$ cat config.mk
export PLATFORM = sky130hd
export DESIGN_NAME = pq_event_gate
export DESIGN_NICKNAME = d
export VERILOG_FILES = /design/src/rtl/pq_gate_pkg.sv /design/src/rtl/pq_access_decode.sv /design/src/rtl/pq_source_cell.sv /design/src/rtl/pq_event_gate.sv
export SDC_FILE = /design/constraint.sdc
export NUM_CORES = 1
export LEC_CHECK = 0
export BUFFER_PORTS_ARGS = -buffer_cell sky130_fd_sc_hd__buf_2
export CELL_PAD_IN_SITES_DETAIL_PLACEMENT = 0
export CELL_PAD_IN_SITES_GLOBAL_PLACEMENT = 1
export CORE_AREA = 2 2 98 100
export DETAILED_ROUTE_END_ITERATION = 8
export DIE_AREA = 0 0 100 102
export PLACE_DENSITY_LB_ADDON = 0.1
export SYNTH_ARGS = -nofsm -noshare
export SYNTH_HDL_FRONTEND = slang
export SYNTH_SLANG_ARGS = --single-unit
$ cat constraint.sdc
create_clock -name clk -period 1.75 [get_ports clk]
set_input_delay 0.175 -clock clk [delete_from_list [all_inputs] [get_ports clk]]
set_output_delay 0.175 -clock clk [all_outputs]
set_load 0.1 [all_outputs]
$ cat src/rtl/pq_gate_pkg.sv
package pq_gate_pkg;

  typedef logic [1:0] pq_t;

  localparam pq_t PQ_OFF    = 2'b00;
  localparam pq_t PQ_MASKED = 2'b01;
  localparam pq_t PQ_PEND   = 2'b10;
  localparam pq_t PQ_COAL   = 2'b11;

  typedef enum logic [2:0] {
    OP_NONE,
    OP_QUERY,
    OP_EOI,
    OP_SET_OFF,
    OP_SET_MASK,
    OP_TRIG
  } op_e;

  typedef struct packed {
    pq_t  pq;
    logic fwd;
  } step_t;

  // Trigger transition: only an idle source forwards.
  function automatic step_t trig_step(pq_t s);
    step_t r;
    r.pq  = s;
    r.fwd = 1'b0;
    case (s)
      PQ_OFF:  begin r.pq = PQ_PEND; r.fwd = 1'b1; end
      PQ_PEND: r.pq = PQ_COAL;
      default: r.pq = s;
    endcase
    return r;
  endfunction

endpackage

$ cat src/rtl/pq_access_decode.sv
module pq_access_decode
  import pq_gate_pkg::*;
#(
  parameter int OFS_W        = 12,
  parameter int LD_EOI_OFS   = 'h000,
  parameter int ST_EOI_OFS   = 'h400,
  parameter int SET_OFF_OFS  = 'hC00,
  parameter int SET_MASK_OFS = 'hD00
) (
  input  logic             req_valid,
  input  logic             req_store,
  input  logic             req_trig_page,
  input  logic [OFS_W-1:0] req_offset,
  output op_e              op
);

  localparam logic [OFS_W-1:0] K_LD_EOI   = OFS_W'(LD_EOI_OFS);
  localparam logic [OFS_W-1:0] K_ST_EOI   = OFS_W'(ST_EOI_OFS);
  localparam logic [OFS_W-1:0] K_SET_OFF  = OFS_W'(SET_OFF_OFS);
  localparam logic [OFS_W-1:0] K_SET_MASK = OFS_W'(SET_MASK_OFS);

  always_comb begin
    op = OP_NONE;
    if (req_valid) begin
      if (req_trig_page) begin
        op = req_store ? OP_TRIG : OP_QUERY;
      end else if (req_store) begin
        op = (req_offset == K_ST_EOI) ? OP_EOI : OP_NONE;
      end else if (req_offset == K_LD_EOI) begin
        op = OP_EOI;
      end else if (req_offset == K_SET_OFF) begin
        op = OP_SET_OFF;
      end else if (req_offset == K_SET_MASK) begin
        op = OP_SET_MASK;
      end else begin
        op = OP_QUERY;
      end
    end
  end

endmodule

$ cat src/rtl/pq_source_cell.sv
module pq_source_cell
  import pq_gate_pkg::*;
(
  input  logic clk,
  input  logic rst_n,
  input  logic mmio_hit,
  input  op_e  op,
  input  logic trig_hit,
  output pq_t  pq_o,
  output logic fwd_o
);

  pq_t   pq_q, pq_d, pq_mid;
  logic  fwd_q, fwd_d, fwd_mmio, fwd_trig;
  logic  upd_en;
  step_t s_mmio, s_trig;

  // Request first, then the hardware trigger on the result.
  always_comb begin
    pq_mid   = pq_q;
    fwd_mmio = 1'b0;
    s_mmio   = trig_step(pq_q);
    if (mmio_hit) begin
      case (op)
        OP_EOI: begin
          if (pq_q == PQ_PEND) begin
            pq_mid = PQ_OFF;
          end else if (pq_q == PQ_COAL) begin
            pq_mid   = PQ_PEND;
            fwd_mmio = 1'b1;
          end
        end
        OP_SET_OFF: begin
          if (pq_q == PQ_COAL) begin
            pq_mid   = PQ_PEND;
            fwd_mmio = 1'b1;
          end else begin
            pq_mid = PQ_OFF;
          end
        end
        OP_SET_MASK: pq_mid = PQ_MASKED;
        OP_TRIG: begin
          pq_mid   = s_mmio.pq;
          fwd_mmio = s_mmio.fwd;
        end
        default: pq_mid = pq_q;
      endcase
    end
    s_trig   = trig_step(pq_mid);
    pq_d     = trig_hit ? s_trig.pq : pq_mid;
    fwd_trig = trig_hit & s_trig.fwd;
    fwd_d    = fwd_mmio | fwd_trig;
    upd_en   = mmio_hit | trig_hit;
  end

  always_ff @(posedge clk or negedge rst_n) begin
    if (!rst_n) begin
      pq_q  <= PQ_MASKED;
      fwd_q <= 1'b0;
    end else begin
      fwd_q <= fwd_d;
      if (upd_en) begin
        pq_q <= pq_d;
      end
    end
  end

  assign pq_o  = pq_q;
  assign fwd_o = fwd_q;

  // A forward always leaves P set behind it
  p_fwd_sets_p_r3: assert property (@(posedge clk) disable iff (!rst_n)
    fwd_q |-> pq_q[1]);

  // Masked state is left only through a 0xC00 load
  p_mask_sticks_r5: assert property (@(posedge clk) disable iff (!rst_n)
    (pq_q == PQ_MASKED && !(mmio_hit && op == OP_SET_OFF)) |=> pq_q == PQ_MASKED);

  // Coalesced state is left only by a request
  p_coal_sticks_r6: assert property (@(posedge clk) disable iff (!rst_n)
    (pq_q == PQ_COAL && !mmio_hit) |=> pq_q == PQ_COAL);

  // First trigger on an idle source forwards
  p_first_trig_fwd_r3: assert property (@(posedge clk) disable iff (!rst_n)
    (pq_q == PQ_OFF && trig_hit && !mmio_hit) |=> (fwd_q && pq_q == PQ_PEND));

  // End-of-interrupt replays the queued event
  p_eoi_replay_r6: assert property (@(posedge clk) disable iff (!rst_n)
    (pq_q == PQ_COAL && mmio_hit && op == OP_EOI && !trig_hit) |=> (fwd_q && pq_q == PQ_PEND));

endmodule

$ cat src/rtl/pq_event_gate.sv
module pq_event_gate
  import pq_gate_pkg::*;
#(
  parameter int  NUM_SRC = 16,
  parameter int  OFS_W   = 12,
  localparam int SRC_W   = (NUM_SRC > 1) ? $clog2(NUM_SRC) : 1
) (
  input  logic               clk,
  input  logic               rst_n,
  input  logic               req_valid,
  input  logic               req_store,
  input  logic               req_trig_page,
  input  logic [SRC_W-1:0]   req_src,
  input  logic [OFS_W-1:0]   req_offset,
  input  logic               trig_valid,
  input  logic [SRC_W-1:0]   trig_src,
  output logic               rsp_valid,
  output logic [1:0]         rsp_pq,
  output logic [NUM_SRC-1:0] fwd_event
);

  op_e                op;
  logic [NUM_SRC-1:0] mmio_hit, trig_hit;
  pq_t                pq_vec [NUM_SRC];
  pq_t                sel_pq;
  logic               rsp_v_d, rsp_v_q;
  pq_t                rsp_pq_q;

  pq_access_decode #(.OFS_W(OFS_W)) u_dec (
    .req_valid     (req_valid),
    .req_store     (req_store),
    .req_trig_page (req_trig_page),
    .req_offset    (req_offset),
    .op            (op)
  );

  for (genvar g = 0; g < NUM_SRC; g++) begin : g_cell
    assign mmio_hit[g] = req_valid && (req_src == SRC_W'(g));
    assign trig_hit[g] = trig_valid && (trig_src == SRC_W'(g));

    pq_source_cell u_cell (
      .clk      (clk),
      .rst_n    (rst_n),
      .mmio_hit (mmio_hit[g]),
      .op       (op),
      .trig_hit (trig_hit[g]),
      .pq_o     (pq_vec[g]),
      .fwd_o    (fwd_event[g])
    );
  end

  always_comb begin
    sel_pq = PQ_OFF;
    for (int i = 0; i < NUM_SRC; i++) begin
      if (req_src == SRC_W'(i)) sel_pq = pq_vec[i];
    end
    rsp_v_d = req_valid && !req_store;
  end

  always_ff @(posedge clk or negedge rst_n) begin
    if (!rst_n) begin
      rsp_v_q  <= 1'b0;
      rsp_pq_q <= PQ_OFF;
    end else begin
      rsp_v_q <= rsp_v_d;
      if (rsp_v_d) begin
        rsp_pq_q <= sel_pq;
      end
    end
  end

  assign rsp_valid = rsp_v_q;
  assign rsp_pq    = rsp_pq_q;

  // A response follows only a load
  p_rsp_after_load_r2: assert property (@(posedge clk) disable iff (!rst_n)
    rsp_valid |-> $past(req_valid && !req_store));

  // Stores are silent on the response side
  p_store_silent_r2: assert property (@(posedge clk) disable iff (!rst_n)
    (req_valid && req_store) |=> !rsp_valid);

endmodule

==> flow_metrics.env <==
export IMPL_status="finished clean"
export IMPL_place_inst=683
export IMPL_drcViolationCount=0
export IMPL_fin_worst_skew_ns=0.00802
export IMPL_netSwitchingFraction_pct=36.3
export IMPL_layout_common_cells="buf_4, nor2_1, nand2_1, buf_2, dfrtp_1"
export IMPL_fill_cells=889
export IMPL_cp_start_kind="input pin"
export IMPL_via_count=4198
export IMPL_yosys_top_cells_area="dfrtp_1, dfstp_2, nor2_1, nand2_1, o21ai_0"
export IMPL_cts_root_buf="clkbuf_8"
export IMPL_final_common_cell="buf_4"
export IMPL_ys_types=75
export IMPL_grt_max_degree=20
export IMPL_io_buffer_count=44
export IMPL_syn_area_sq_um=4040
export IMPL_core_area_sq_um=9110
export IMPL_drv_cap=0
export IMPL_pre_cts_ws_ns=-0.313
export IMPL_cts_tree="done"
export IMPL_antenna_found_initial=0
export IMPL_die_area_sq_um=10200
export IMPL_final_util_pct=54.5
export IMPL_drtIter0Drc=298
export IMPL_grt_pass1_vias=3876
export IMPL_period_needed_ns=1.69
export IMPL_nNetsFinal=607
export IMPL_syn_inst=497
export IMPL_die_h_um=102
export IMPL_synth_edf_count=0
export IMPL_syn_avg_cell_area_sq_um=8.13
export IMPL_seq_power_share_pct=49.5
export IMPL_path_class="input pin to flop"
export IMPL_clkSlewWorstSetupHoldPaths_ns=0.10
export IMPL_drive_gt1_share_pct=31.8
export IMPL_setup_viol=0
export IMPL_grt_overflow=0
export IMPL_synthArstFlopShare_pct=100
export IMPL_combPwrFrac_pct=28.1
export IMPL_intPower_mw=2.14
export IMPL_cp_buffers_inverters=2
export IMPL_p_total_mw=3.36
export IMPL_cts_inserted_buffers=5
export IMPL_slew_headroom_pct=68.2
export IMPL_crit_arrival_ns=1.87
export IMPL_max_clock_freq_ghz=0.592
export IMPL_die_w_um=100
export IMPL_worst_pin_slew_ns=0.475
export IMPL_slowest_stage="o311ai_0"
export IMPL_wirelength_mm=12.9
export IMPL_clkSinkCount=51
export IMPL_start_util_pct=44.3
export IMPL_p_sw_mw=1.22
export IMPL_n_antenna_cell=0
export IMPL_synth_nets=523
export IMPL_area_delta_synth_final_pct=23.0
export IMPL_hold_viol_final=0
export IMPL_ir_drop_mv=0.338
export IMPL_place_congestion=0.928
export IMPL_ys_seq_area_share_pct=32.1
export IMPL_std_cell_rows=35
export IMPL_clock_path_buffers=2
export IMPL_crit_path_end_kind="flop"
export IMPL_ys_warn_count=0
export IMPL_grtUsageTotal_pct=25.7
export IMPL_clkPwrFrac_pct=22.4
export IMPL_rsz0062_at_grt="true"
export IMPL_viasPerCell=6.06
export IMPL_wl_per_cell_um=18.7
export IMPL_layout_worst_path_cycle_share_pct=96.5
export IMPL_slowest_delay_ns=0.33
export IMPL_slew_violations=0
export IMPL_synth_top_cell_by_area="dfrtp_1"
export IMPL_final_cells=693
export IMPL_yosysTopAreaCellShare_pct=21.7
export IMPL_grt_pass1_wl_mm=20.5
export IMPL_ant_nets=0
export IMPL_critical_path_top_delay_family="compound AO/OA/AOI/OAI gates"
export IMPL_ys_ff_latch=51
export IMPL_dpl_cell_area_sq_um=4760
export IMPL_htreeDepth=2
export IMPL_hold_class="input pin to flop"
export IMPL_hpwl_mm=9.68
export IMPL_required_ns=1.94
export IMPL_io_pins=45
export IMPL_critPathMaxFanout=3
export IMPL_rrSetupSlack_ns=0.18
export IMPL_p_per_area_nw_per_um2=677
export IMPL_p_leak_nw=2.10
export IMPL_synth_ff_type="dfrtp_1"
export IMPL_first_pass_iters=7
export IMPL_worstPathCellList="buf_2, nor4_4, nand4_1, buf_4, o311ai_0, a21oi_1, o21ai_0, o32ai_1"
export IMPL_post_route_cell_area_sq_um=4970
export IMPL_clock_latency_ns=0.31
export IMPL_setup_slack_ns=0.0613
routing by layer:
| metal | share of wire, % | wire (um) | global-route usage (%) | vias to the layer above |
|---|---|---|---|---|
| met5 | 0 | 0 | 0 | - |
| met4 | 2.6 | 332 | 8.43 | 0 |
| met3 | 4.5 | 580 | 2.74 | 24 |
| met2 | 44 | 5660 | 40.0 | 139 |
| met1 | 49 | 6370 | 37.5 | 2008 |
| li1 | - | - | - | 2027 |
cell families (layout without fill, tap and decap cells):
family / after synthesis / after routing / synth area share, %
AOI/OAI and AO/OA: 203 / 203 / 35.8
xor gates and xnor gates: 1 / 1 / 0.217
buffers and inverters: 63 / 148 / 8.64
DFF: 51 / 51 / 32.1
muxes: 6 / 6 / 1.55
and+or+nand+nor: 173 / 173 / 21.7
what timing repair did:
action | CTS | global route
setup buffers | 0 | 1
gates resized for setup | 0 | 22
endpoints found under the hold margin | 12 | 0
hold buffers | 1 | 0
setup endpoints to repair | 0 | 32
metrics by stage:
stage / hold slack [ns] / TNS (ns)
after global routing: 0.195 / -0.0133
after detailed placement: 0.148 / -10.36
after CTS: 0.175 / 0
final: 0.182 / 0
after global placement: 0.142 / -8.68
after floorplan: -0.121 / -0.0305
power groups by stage:
stage               registers [mW]  logic, mW  clock network, mW
floorplan                     1.65      0.563                  0
global route                  1.69       1.04              0.821
detailed placement            1.68      0.921                  0
global placement              1.67      0.907                  0
finish                        1.67      0.946              0.752
CTS                           1.66      0.927              0.779
registers in the layout (all words and copies together), names as in the netlist:
| name | flops |
|---|---|
| g_cell.u_cell.fwd_o | 16 |
| rsp_pq | 2 |
| g_cell.u_cell.pq_o | 32 |
| rsp_valid | 1 |
synthesized netlist by cell type, drive strengths merged, types with 11 or more instances:
master and number:
a21oi 27, a31oi 22, buf 35, clkbuf 14, dfrtp 35, dfstp 16
inv 14, nand2 47, nor2 48, nor3 23, o21ai 38, o21bai 12
o22ai 11
final timing paths:
kind,from,to,depth (start not counted)
setup / recovery,req_offset[7],g_cell[14].u_cell.fwd_o$_DFF_PN0_,8
hold / removal,trig_src[1],g_cell[3].u_cell.pq_o[0]$_DFFE_PN1P_,2
setup reg to reg,g_cell[3].u_cell.pq_o[1]$_DFFE_PN0P_,rsp_pq[1]$_DFFE_PN0P_,6
hold reg to reg,rsp_pq[1]$_DFFE_PN0P_,rsp_pq[1]$_DFFE_PN0P_,2
max in group asynchronous,rst_n,g_cell[13].u_cell.pq_o[0]$_DFFE_PN1P_,3
min in group asynchronous,rst_n,g_cell[6].u_cell.fwd_o$_DFF_PN0_,2
final cells by class:
cell class / count / area (sq um) / area share (%)
inverters: 14 / 52.6 / 1.06
flip-flops and latches: 51 / 1300 / 26.1
well taps: 111 / 139 / 2.80
repair buffers: 126 / 895 / 18.0
clock buffers: 7 / 86.3 / 1.74
clock inverters: 1 / 8.76 / 0.176
multi-input cells: 383 / 2490 / 50.1
Power figures use the tool's default switching activity.
